<file path="src/rtl/bmd_pkg.sv">
package bmd_pkg;
   typedef enum logic [1:0] {
      KIND_RAW   = 2'd0,
      KIND_EXACT = 2'd1,
      KIND_PATCH = 2'd2,
      KIND_RUN   = 2'd3
   } code_kind_e;
endpackage

</file>
<file path="src/rtl/bmd_dict.sv">
module bmd_dict #(
   parameter int WORD_W = 8,
   parameter int DEPTH  = 2,
   localparam int IDX_W = $clog2(DEPTH)
) (
   input  logic              clk,
   input  logic              rst_n,
   input  logic              we,
   input  logic [IDX_W-1:0]  waddr,
   input  logic [WORD_W-1:0] wdata,
   input  logic [IDX_W-1:0]  raddr,
   output logic [WORD_W-1:0] rdata
);
   logic [WORD_W-1:0] entry_q [DEPTH];

   generate
      if (DEPTH < 2 || (1 << IDX_W) != DEPTH) begin : g_bad_depth
         $error("bmd_dict: DEPTH must be a power of two, at least 2");
      end
      for (genvar e = 0; e < DEPTH; e++) begin : g_entry
         always_ff @(posedge clk) begin
            if (!rst_n) begin
               entry_q[e] <= '0;
            end else if (we && waddr == IDX_W'(e)) begin
               entry_q[e] <= wdata;
            end
         end
      end
   endgenerate

   assign rdata = entry_q[raddr];

   // a write lands in the addressed entry
   p_dict_write_r2: assert property (@(posedge clk) disable iff (!rst_n)
      $past(rst_n) && $past(we) |-> entry_q[$past(waddr)] == $past(wdata));
endmodule

</file>
<file path="src/rtl/bmd_field_decode.sv">
module bmd_field_decode
   import bmd_pkg::*;
#(
   parameter int WORD_W     = 8,
   parameter int MASK_W     = 2,
   parameter int DICT_DEPTH = 2,
   localparam int IDX_W     = $clog2(DICT_DEPTH),
   localparam int NPOS      = WORD_W / MASK_W,
   localparam int POS_W     = $clog2(NPOS),
   localparam int RAW_LEN   = 1 + WORD_W,
   localparam int PATCH_LEN = 2 + POS_W + MASK_W + IDX_W,
   localparam int CW_W      = (RAW_LEN > PATCH_LEN) ? RAW_LEN : PATCH_LEN,
   localparam int CNT_W     = POS_W + IDX_W
) (
   input  logic [CW_W-1:0]   cw_data,
   output logic [IDX_W-1:0]  dict_idx,
   input  logic [WORD_W-1:0] dict_word,
   output code_kind_e        kind,
   output logic [WORD_W-1:0] word,
   output logic [CNT_W-1:0]  run_cnt
);
   localparam int TOP = CW_W - 1;

   logic [WORD_W-1:0] raw_word;
   logic [IDX_W-1:0]  exact_idx;
   logic [IDX_W-1:0]  patch_idx;
   logic [POS_W-1:0]  pos;
   logic [MASK_W-1:0] pat;
   logic [WORD_W-1:0] placed [NPOS];

   generate
      if (WORD_W % MASK_W != 0 || (1 << POS_W) != NPOS) begin : g_bad_geom
         $error("bmd_field_decode: WORD_W/MASK_W must be a power of two");
      end
      // one candidate per position, position 0 at the most significant end
      for (genvar p = 0; p < NPOS; p++) begin : g_place
         assign placed[p] = WORD_W'(pat) << ((NPOS - 1 - p) * MASK_W);
      end
   endgenerate

   assign raw_word  = cw_data[TOP-1 -: WORD_W];
   assign exact_idx = cw_data[TOP-2 -: IDX_W];
   assign pos       = cw_data[TOP-2 -: POS_W];
   assign pat       = cw_data[TOP-2-POS_W -: MASK_W];
   assign patch_idx = cw_data[TOP-2-POS_W-MASK_W -: IDX_W];
   assign run_cnt   = {pos, patch_idx};
   assign dict_idx  = cw_data[TOP-1] ? exact_idx : patch_idx;

   always_comb begin
      if (cw_data[TOP]) begin
         kind = KIND_RAW;
         word = raw_word;
      end else if (cw_data[TOP-1]) begin
         kind = KIND_EXACT;
         word = dict_word;
      end else if (pat == '0) begin
         kind = KIND_RUN;
         word = dict_word;
      end else begin
         kind = KIND_PATCH;
         word = dict_word ^ placed[pos];
      end
   end
endmodule

</file>
<file path="src/rtl/bmd_out_stage.sv">
module bmd_out_stage
   import bmd_pkg::*;
#(
   parameter int WORD_W = 8,
   parameter int CNT_W  = 3
) (
   input  logic              clk,
   input  logic              rst_n,
   input  logic              accept,
   input  code_kind_e        kind,
   input  logic [WORD_W-1:0] word,
   input  logic [CNT_W-1:0]  run_cnt,
   input  logic              out_ready,
   output logic              out_valid,
   output logic [WORD_W-1:0] out_word,
   output logic              run_busy,
   output logic              err_run_empty
);
   logic [WORD_W-1:0] last_q;
   logic              have_last_q;
   logic [CNT_W-1:0]  left_q;
   logic              slot_free;

   assign slot_free = !out_valid || out_ready;
   assign run_busy  = (left_q != '0);

   always_ff @(posedge clk) begin
      if (!rst_n) begin
         out_valid     <= 1'b0;
         out_word      <= '0;
         last_q        <= '0;
         have_last_q   <= 1'b0;
         left_q        <= '0;
         err_run_empty <= 1'b0;
      end else begin
         if (out_valid && out_ready) begin
            out_valid <= 1'b0;
         end
         if (run_busy) begin
            if (slot_free) begin
               out_valid <= 1'b1;
               out_word  <= last_q;
               left_q    <= left_q - 1'b1;
            end
         end else if (accept) begin
            if (kind == KIND_RUN) begin
               if (!have_last_q) begin
                  err_run_empty <= 1'b1;
               end else begin
                  left_q <= run_cnt;
               end
            end else begin
               out_valid   <= 1'b1;
               out_word    <= word;
               last_q      <= word;
               have_last_q <= 1'b1;
            end
         end
      end
   end

   // a stalled word stays put
   p_hold_r9: assert property (@(posedge clk) disable iff (!rst_n)
      out_valid && !out_ready |=> out_valid && $stable(out_word));

   // error flag is sticky
   p_err_sticky_r8: assert property (@(posedge clk) disable iff (!rst_n)
      err_run_empty |=> err_run_empty);

   // an orphan run emits nothing
   p_orphan_silent_r8: assert property (@(posedge clk) disable iff (!rst_n)
      accept && kind == KIND_RUN && !have_last_q |=> !out_valid);

   // during a run the presented word never changes
   p_run_repeat_r6: assert property (@(posedge clk) disable iff (!rst_n)
      run_busy && out_valid |=> out_valid && $stable(out_word));
endmodule

</file>
<file path="src/rtl/bitmask_dict_decoder.sv">
module bitmask_dict_decoder
   import bmd_pkg::*;
#(
   parameter int WORD_W     = 8,
   parameter int MASK_W     = 2,
   parameter int DICT_DEPTH = 2,
   localparam int IDX_W     = $clog2(DICT_DEPTH),
   localparam int NPOS      = WORD_W / MASK_W,
   localparam int POS_W     = $clog2(NPOS),
   localparam int RAW_LEN   = 1 + WORD_W,
   localparam int EXACT_LEN = 2 + IDX_W,
   localparam int PATCH_LEN = 2 + POS_W + MASK_W + IDX_W,
   localparam int CW_W      = (RAW_LEN > PATCH_LEN) ? RAW_LEN : PATCH_LEN,
   localparam int LEN_W     = $clog2(CW_W + 1),
   localparam int CNT_W     = POS_W + IDX_W
) (
   input  logic              clk,
   input  logic              rst_n,
   input  logic              dict_we,
   input  logic [IDX_W-1:0]  dict_addr,
   input  logic [WORD_W-1:0] dict_data,
   input  logic              cw_valid,
   output logic              cw_ready,
   input  logic [CW_W-1:0]   cw_data,
   input  logic [LEN_W-1:0]  cw_len,
   output logic              out_valid,
   input  logic              out_ready,
   output logic [WORD_W-1:0] out_word,
   output logic              err_run_empty
);
   logic [IDX_W-1:0]  rd_idx;
   logic [WORD_W-1:0] rd_word;
   code_kind_e        kind;
   logic [WORD_W-1:0] dec_word;
   logic [CNT_W-1:0]  run_cnt;
   logic              run_busy;
   logic              accept;

   generate
      if (MASK_W < 1 || WORD_W < 2 * MASK_W) begin : g_bad_mask
         $error("bitmask_dict_decoder: mask must fit at least twice in a word");
      end
   endgenerate

   assign cw_ready = !run_busy && (!out_valid || out_ready);
   assign accept   = cw_valid && cw_ready;

   bmd_dict #(.WORD_W(WORD_W), .DEPTH(DICT_DEPTH)) dict_i (
      .clk   (clk),
      .rst_n (rst_n),
      .we    (dict_we),
      .waddr (dict_addr),
      .wdata (dict_data),
      .raddr (rd_idx),
      .rdata (rd_word)
   );

   bmd_field_decode #(.WORD_W(WORD_W), .MASK_W(MASK_W), .DICT_DEPTH(DICT_DEPTH)) dec_i (
      .cw_data   (cw_data),
      .dict_idx  (rd_idx),
      .dict_word (rd_word),
      .kind      (kind),
      .word      (dec_word),
      .run_cnt   (run_cnt)
   );

   bmd_out_stage #(.WORD_W(WORD_W), .CNT_W(CNT_W)) out_i (
      .clk           (clk),
      .rst_n         (rst_n),
      .accept        (accept),
      .kind          (kind),
      .word          (dec_word),
      .run_cnt       (run_cnt),
      .out_ready     (out_ready),
      .out_valid     (out_valid),
      .out_word      (out_word),
      .run_busy      (run_busy),
      .err_run_empty (err_run_empty)
   );

   // raw codes carry the full literal length
   p_raw_len_r3: assert property (@(posedge clk) disable iff (!rst_n)
      accept && kind == KIND_RAW |-> cw_len == LEN_W'(RAW_LEN));

   // exact codes are short
   p_exact_len_r4: assert property (@(posedge clk) disable iff (!rst_n)
      accept && kind == KIND_EXACT |-> cw_len == LEN_W'(EXACT_LEN));

   // patch and run codes share one length
   p_patch_len_r5: assert property (@(posedge clk) disable iff (!rst_n)
      accept && (kind == KIND_PATCH || kind == KIND_RUN) |-> cw_len == LEN_W'(PATCH_LEN));

   // an accepted literal shows up on the next cycle
   p_latency_r10: assert property (@(posedge clk) disable iff (!rst_n)
      accept && kind != KIND_RUN |=> out_valid && out_word == $past(dec_word));
endmodule

</file>
<file path="config.mk">
export PLATFORM = sky130hd
export DESIGN_NAME = bitmask_dict_decoder
export DESIGN_NICKNAME = d
export VERILOG_FILES = /design/src/rtl/bmd_pkg.sv /design/src/rtl/bmd_dict.sv /design/src/rtl/bmd_field_decode.sv /design/src/rtl/bmd_out_stage.sv /design/src/rtl/bitmask_dict_decoder.sv
export SDC_FILE = /design/constraint.sdc
export NUM_CORES = 1
export LEC_CHECK = 0
export BUFFER_PORTS_ARGS = -buffer_cell sky130_fd_sc_hd__buf_2
export CORE_UTILIZATION = 38
export DETAILED_ROUTE_END_ITERATION = 12
export SYNTH_ARGS = -nofsm -noshare
export SYNTH_HDL_FRONTEND = slang
export SYNTH_SLANG_ARGS = --single-unit
</file>
<file path="constraint.sdc">
create_clock -name clk -period 2.4 [get_ports clk]
set_input_delay 0.48 -clock clk [delete_from_list [all_inputs] [get_ports clk]]
set_output_delay 0.48 -clock clk [all_outputs]
set_load 0.005 [all_outputs]
</file>
; ---- Word-level counts from Yosys, hierarchy flattened
; Memories as Yosys holds them, arrays and structs flattened.
; Index checks and enable logic that the tools add are counted.
[word_totals]
latch_bits = 0
elab_cells = 70
mem_bits_ro = 0
mem_count = 1
mem_bits_rw = 16
reg_bits = 22
[classes]
n_shift = 0
bitwise_logic = 8
n_lt_le_gt_ge = 1
multipliers = 0
n_mux = 33
add_sub_neg = 1
div_mod_pow = 0
n_eq_ne = 3
reduce_logical = 17
[mem_list]
columns = name, depth, width, read_ports, rd_ports_with_merged_regs, write_ports, line_no
row1 = dict_i.entry_q, 2, 8, 1, 0, 2, bmd_dict.sv:14  ; logic [WORD_W-1:0] entry_q [DEPTH];
[ops]
columns = cell, n
row1 = 8-bit two-way mux, 11
row2 = 8-bit binary-select mux with 2-bit select, 1
row3 = 3-bit two-way mux, 5
row4 = 1-bit two-way mux, 14
row5 = 4-bit AND reduction, 2
row6 = 8-bit bitwise XOR, 1
row7 = 3-bit AND reduction, 2
row8 = 2-bit nonzero test, 3
row9 = 1-bit logical AND, 5
row10 = 2-bit two-way mux, 2
row11 = 1-bit inverter, 4
row12 = 3-bit >= comparator (second input constant), 1
row13 = 2-bit inverter with 3-bit output, 1
row14 = 3-bit nonzero test, 1
row15 = 3-bit by 1-bit subtractor with 3-bit output (second input constant), 1
row16 = 2-bit equality test (second input constant), 1
row17 = 1-bit zero test, 2
row18 = 2-bit zero test, 1
row19 = 2-bit by 1-bit != test with 1-bit output (second input constant), 1
row20 = 2-bit != test (second input constant), 1
row21 = 1-bit bitwise OR, 2
row22 = 1-bit logical OR, 1

; ---- Longest topological paths before layout
[depth]
ltp_word = 11
mapped_depth = 8
ltp_nobuf = 7

; ---- Modules after synthesis
; From an unflattened synthesis, not the netlist that was laid out.
[unflattened]
hier_cells = 228
hier_area_um2 = 2182.1
[modules_own_cells]
columns = module, cells_each, area_per_inst_um2, instances, seq_area_each_um2
row1 = bmd_out_stage, 121, 1083.5, 1, 440.4
row2 = bmd_dict, 57, 744.5, 1, 480.5
row3 = bmd_field_decode, 47, 324.1, 1, 0.0
row4 = bitmask_dict_decoder, 3, 30.0, 1, 0.0

; ---- Worst setup path before layout
; Ideal clock, no wire load.
[synth_path]
path_kind = input -> register
startpoint = input port cw_data[7]
endpoint = register out_i.out_word[6]
required_time_ns = 2.257
slack_ns = 0.466
n_path_buf = 1
cell_stages = 6
arrival_time_ns = 1.792
cell_sequence = buf_6 -> mux2i_4 -> mux2_2 -> a211o_1 -> o211ai_1 -> a31oi_1
[synth_via]
elab_chain_len = 9
word_cells_on_any_way = 14
[synth_lines]
columns = item, line_no
row1 = start: declaration, bitmask_dict_decoder.sv:24  ; input logic [CW_W-1:0] cw_data,
row2 = 1-bit two-way mux, bmd_field_decode.sv:47  ; assign dict_idx = cw_data[TOP-1] ? exact_idx : patch_idx;
row3 = memory read 2 x 8 bit, -
row4 = 8-bit bitwise XOR, bmd_field_decode.sv:61  ; word = dict_word ^ placed[pos];
row5 = 8-bit two-way mux, bmd_field_decode.sv:56  ; end else if (pat == '0) begin
row6 = 8-bit two-way mux, bmd_field_decode.sv:53  ; end else if (cw_data[TOP-1]) begin
row7 = 8-bit two-way mux, bmd_field_decode.sv:50  ; if (cw_data[TOP]) begin
row8 = 8-bit two-way mux, bmd_out_stage.sv:46  ; if (kind == KIND_RUN) begin
row9 = 8-bit two-way mux, bmd_out_stage.sv:45  ; end else if (accept) begin
row10 = 8-bit two-way mux, bmd_out_stage.sv:39  ; if (run_busy) begin
row11 = end signal: assignment, bmd_out_stage.sv:42  ; out_word <= last_q;
row12 = end signal: assignment, bmd_out_stage.sv:54  ; out_word <= word;
row13 = end: declaration, bmd_out_stage.sv:15  ; output logic [WORD_W-1:0] out_word,
; Several ways; a longest one is shown, not always the timed one. The select of a mux whose other input is x is not followed.
; A chain may end at the register's enable or synchronous reset.

; ---- Worst setup path after layout
[layout_path]
startpoint = register out_i.left_q[0]
endpoint = register out_i.out_word[2]
[layout_via]
elab_chain_len = 6
word_cells_on_any_way = 9
[layout_lines]
columns = item, line_no
row1 = start: declaration, bmd_out_stage.sv:21  ; logic [CNT_W-1:0] left_q;
row2 = start signal: assignment, bmd_out_stage.sv:43  ; left_q <= left_q - 1'b1;
row3 = start signal: assignment, bmd_out_stage.sv:50  ; left_q <= run_cnt;
row4 = 3-bit nonzero test (*), bmd_out_stage.sv:25  ; assign run_busy = (left_q != '0);
row5 = 1-bit zero test, bitmask_dict_decoder.sv:45  ; assign cw_ready = !run_busy && (!out_valid || out_ready);
row6 = 1-bit logical AND, bitmask_dict_decoder.sv:45
row7 = 1-bit logical AND, bitmask_dict_decoder.sv:46  ; assign accept = cw_valid && cw_ready;
row8 = 2-bit nonzero test (no line), -
row9 = 3-bit AND reduction (no line), -
; Mark *: on every way between the ends. The rest lies on a longest branch, timed or not.

==> impl_metrics.ini <==
[timing]
timing.hold.ws_ns = 0.4600
finalHoldViolCount = 0
fmax_mhz = 522.9
final.setup.worst_slack_ns = 0.4876
finalMaxSlewViolations = 0
rsz0062_at_grt = no
fin_tns_setup_ns = 0
setup_violations = 0
tightest_slew_ns = 1.222
fin_crit_ns = 1.912
fin_crit_sh = 0.7968
clock_skew_ns = 0.004507
slew_headroom = 0.1768

[clocking]
cts_setup_buffers = 0
cts-resized-gates = 0
cts_max_level = 2
cts_hold_buffers = 0
insertion_delay_ns = 0.28
cts.path.max_buffers = 2
clk_pin_slew_worst_paths_ns = 0.07
cts_buffers = 5
cts_root_buffer = clkbuf_8
cts_sinks = 38
cts_tree = yes

[flow_run]
cap_violations = 0

[status]
outcome = completed

[finish]
fin_cells = 284
fin_nets = 245
nFillCells = 474
layout_commonest_cell = buf_2
area_growth_pct = 19.39
seq_area_um2 = 920.9
final_cell_mix = 33 x buf_2, 22 x dfxtp_1, 16 x and2_1, 16 x edfxtp_1, 13 x a21oi_1
design_area_um2 = 2257
drive_gt1_frac = 0.2673
antennaDiodeCount = 0
multiInputGateArea_um2 = 905.9

[worst_setup_path]
start_kind = register
crit_required_ns = 2.58
crit_arrival_ns = 2.09
crit_fanout = 6
end_kind = register
crit_type = reg -> reg

[global_route]
grt_usage = 0.1640
grt-ovfl-total = 0
grt_pass1_wl_mm = 6.492
grt_max_degree = 17
antenna_found_initial = 0
grt_pass1_vias = 1322

[floorplan]
die_h_um = 72.54
pin_count = 38
fp-row-count = 25
fp.dieW_um = 72.54
start_util = 0.3976
fp.dieArea_um2 = 5261
core_area_um2 = 4755

[placed_design]
numPortBuffers = 33
hpwlAfterDp_mm = 2.760
place.gp.congestion = 0.7064
post-place-ws_ns = 0.3146
dpl-instance-area_um2 = 2147
dp_cells = 276

[synth]
synth_ff_type = dfxtp_1
synth_nets = 207
synthCells = 178
synth_xor_area_frac = 0.03243
synthesis.area_um2 = 1891
yosysWarnings = 0
ys_types = 42
synth_simple_gate_area_frac = 0.1866
async_flop_share = 0
synth_mux_area_frac = 0.07148
synth-edff-count = 16
synth_adder_area_share = 0.01324
synth-seq-area-share = 0.4871
synth_top_family_by_area = simple AND/OR/NAND/NOR gates
ys_ff_latch = 38
synth_compound_area_frac = 0.1754
synth.avg_cell_area_um2 = 10.62

[power_and_ir_drop]
ir_drop_mv = 0.2469
p_leak_nw = 0.9617
pwr_density_cell_nw_per_um2 = 920.9

[detailed_routing]
wl_per_cell_um = 13.37
postRouteAntennaNets = 0
first_pass_iters = 4
vias_per_cell = 4.996
remaining_drc_errors = 0
vias = 1419
drt_iter0_markers = 70
drt-total-wl_mm = 3.796

[hold_path]
hold_path_class = reg -> reg
==> flip-flops by register name (all words and copies together), names as in the netlist <==
| signal | count |
|---|---|
| out_i.err_run_empty | 1 |
| dict_i.entry_q | 16 |
| out_i.have_last_q | 1 |
| out_i.last_q | 8 |
| out_i.out_valid | 1 |
| out_i.left_q | 3 |
| out_i.out_word | 8 |
==> critical path, cell delays in order (launching register included) <==
cell      delay, ns
dfxtp_1        0.31
inv_1          0.09
ha_1           0.20
nor2b_1        0.43
nand4_2        0.28
a21oi_1        0.18
o21ai_0        0.15
o2111a_1       0.17
==> Yosys cell counts, types with 4 or more instances <==
cell type	number	area [um2]
nor2_1	7	26.28
inv_1	4	15.01
o211a_1	5	50.05
clkbuf_1	7	26.28
dfxtp_1	22	440.4
and2_1	16	100.1
xnor2_1	5	43.79
edfxtp_1	16	480.5
o2111a_1	5	56.30
mux2i_1	9	90.09
o21ai_0	10	50.05
nor3_1	5	25.02
or3_1	5	31.28
nand2_1	11	41.29
a21oi_1	13	65.06
==> report_power, final <==
part           switching, mW  leakage [nW]  internal (mW)  total [mW]
clock                  0.214        0.0575          0.290       0.504
sequential            0.0643         0.344          0.826       0.890
combinational          0.368         0.560          0.317       0.685
==> per-layer routing <==
| metal | vias up | global-route usage | part of all wire |
|---|---|---|---|
| met5 | - | 0 | 0 |
| met4 | 0 | 0.06100 | 0.012 |
| met3 | 4 | 0.04583 | 0.053 |
| met2 | 38 | 0.2461 | 0.44 |
| met1 | 646 | 0.2252 | 0.49 |
| li1 | 731 | - | - |
==> per-stage QoR <==
stage | power [mW] | util
6_report | 2.079 | 0.4747
5_1_grt | 2.231 | 0.4747
4_1_cts | 2.099 | 0.4747
3_5_place_dp | 1.592 | 0.4516
3_3_place_gp | 1.583 | 0.4516
2_1_floorplan | 1.380 | -
==> final cells by class <==
class,instances,area share
Multi-Input combinational cell,126,0.4013
Tap cell,67,0.03714
Sequential cell,38,0.4080
Clock buffer,8,0.04878
Inverter,5,0.008315
Timing Repair Buffer,40,0.09645
==> cell families (layout without fill, tap and decap cells) <==
| family | Yosys count | count (layout) |
|---|---|---|
| simple gates | 58 | 58 |
| xor+xnor | 7 | 7 |
| mux | 12 | 12 |
| compound gates | 47 | 47 |
| buf+inv | 14 | 53 |
| fa+ha+maj | 2 | 2 |
| flops | 38 | 38 |
==> final timing paths <==
check	from	to	slack (ns)	cells past startpoint
worst max-delay path	out_i.left_q[0]	out_i.out_word[2]	0.49	7
worst max register to register	out_i.left_q[0]	out_i.out_word[2]	0.49	7
worst min-delay path	out_i.left_q[1]	out_i.left_q[1]	0.46	2
worst min register to register	out_i.left_q[1]	out_i.left_q[1]	0.46	2
No activity file was read; power rests on OpenSTA's default activity.
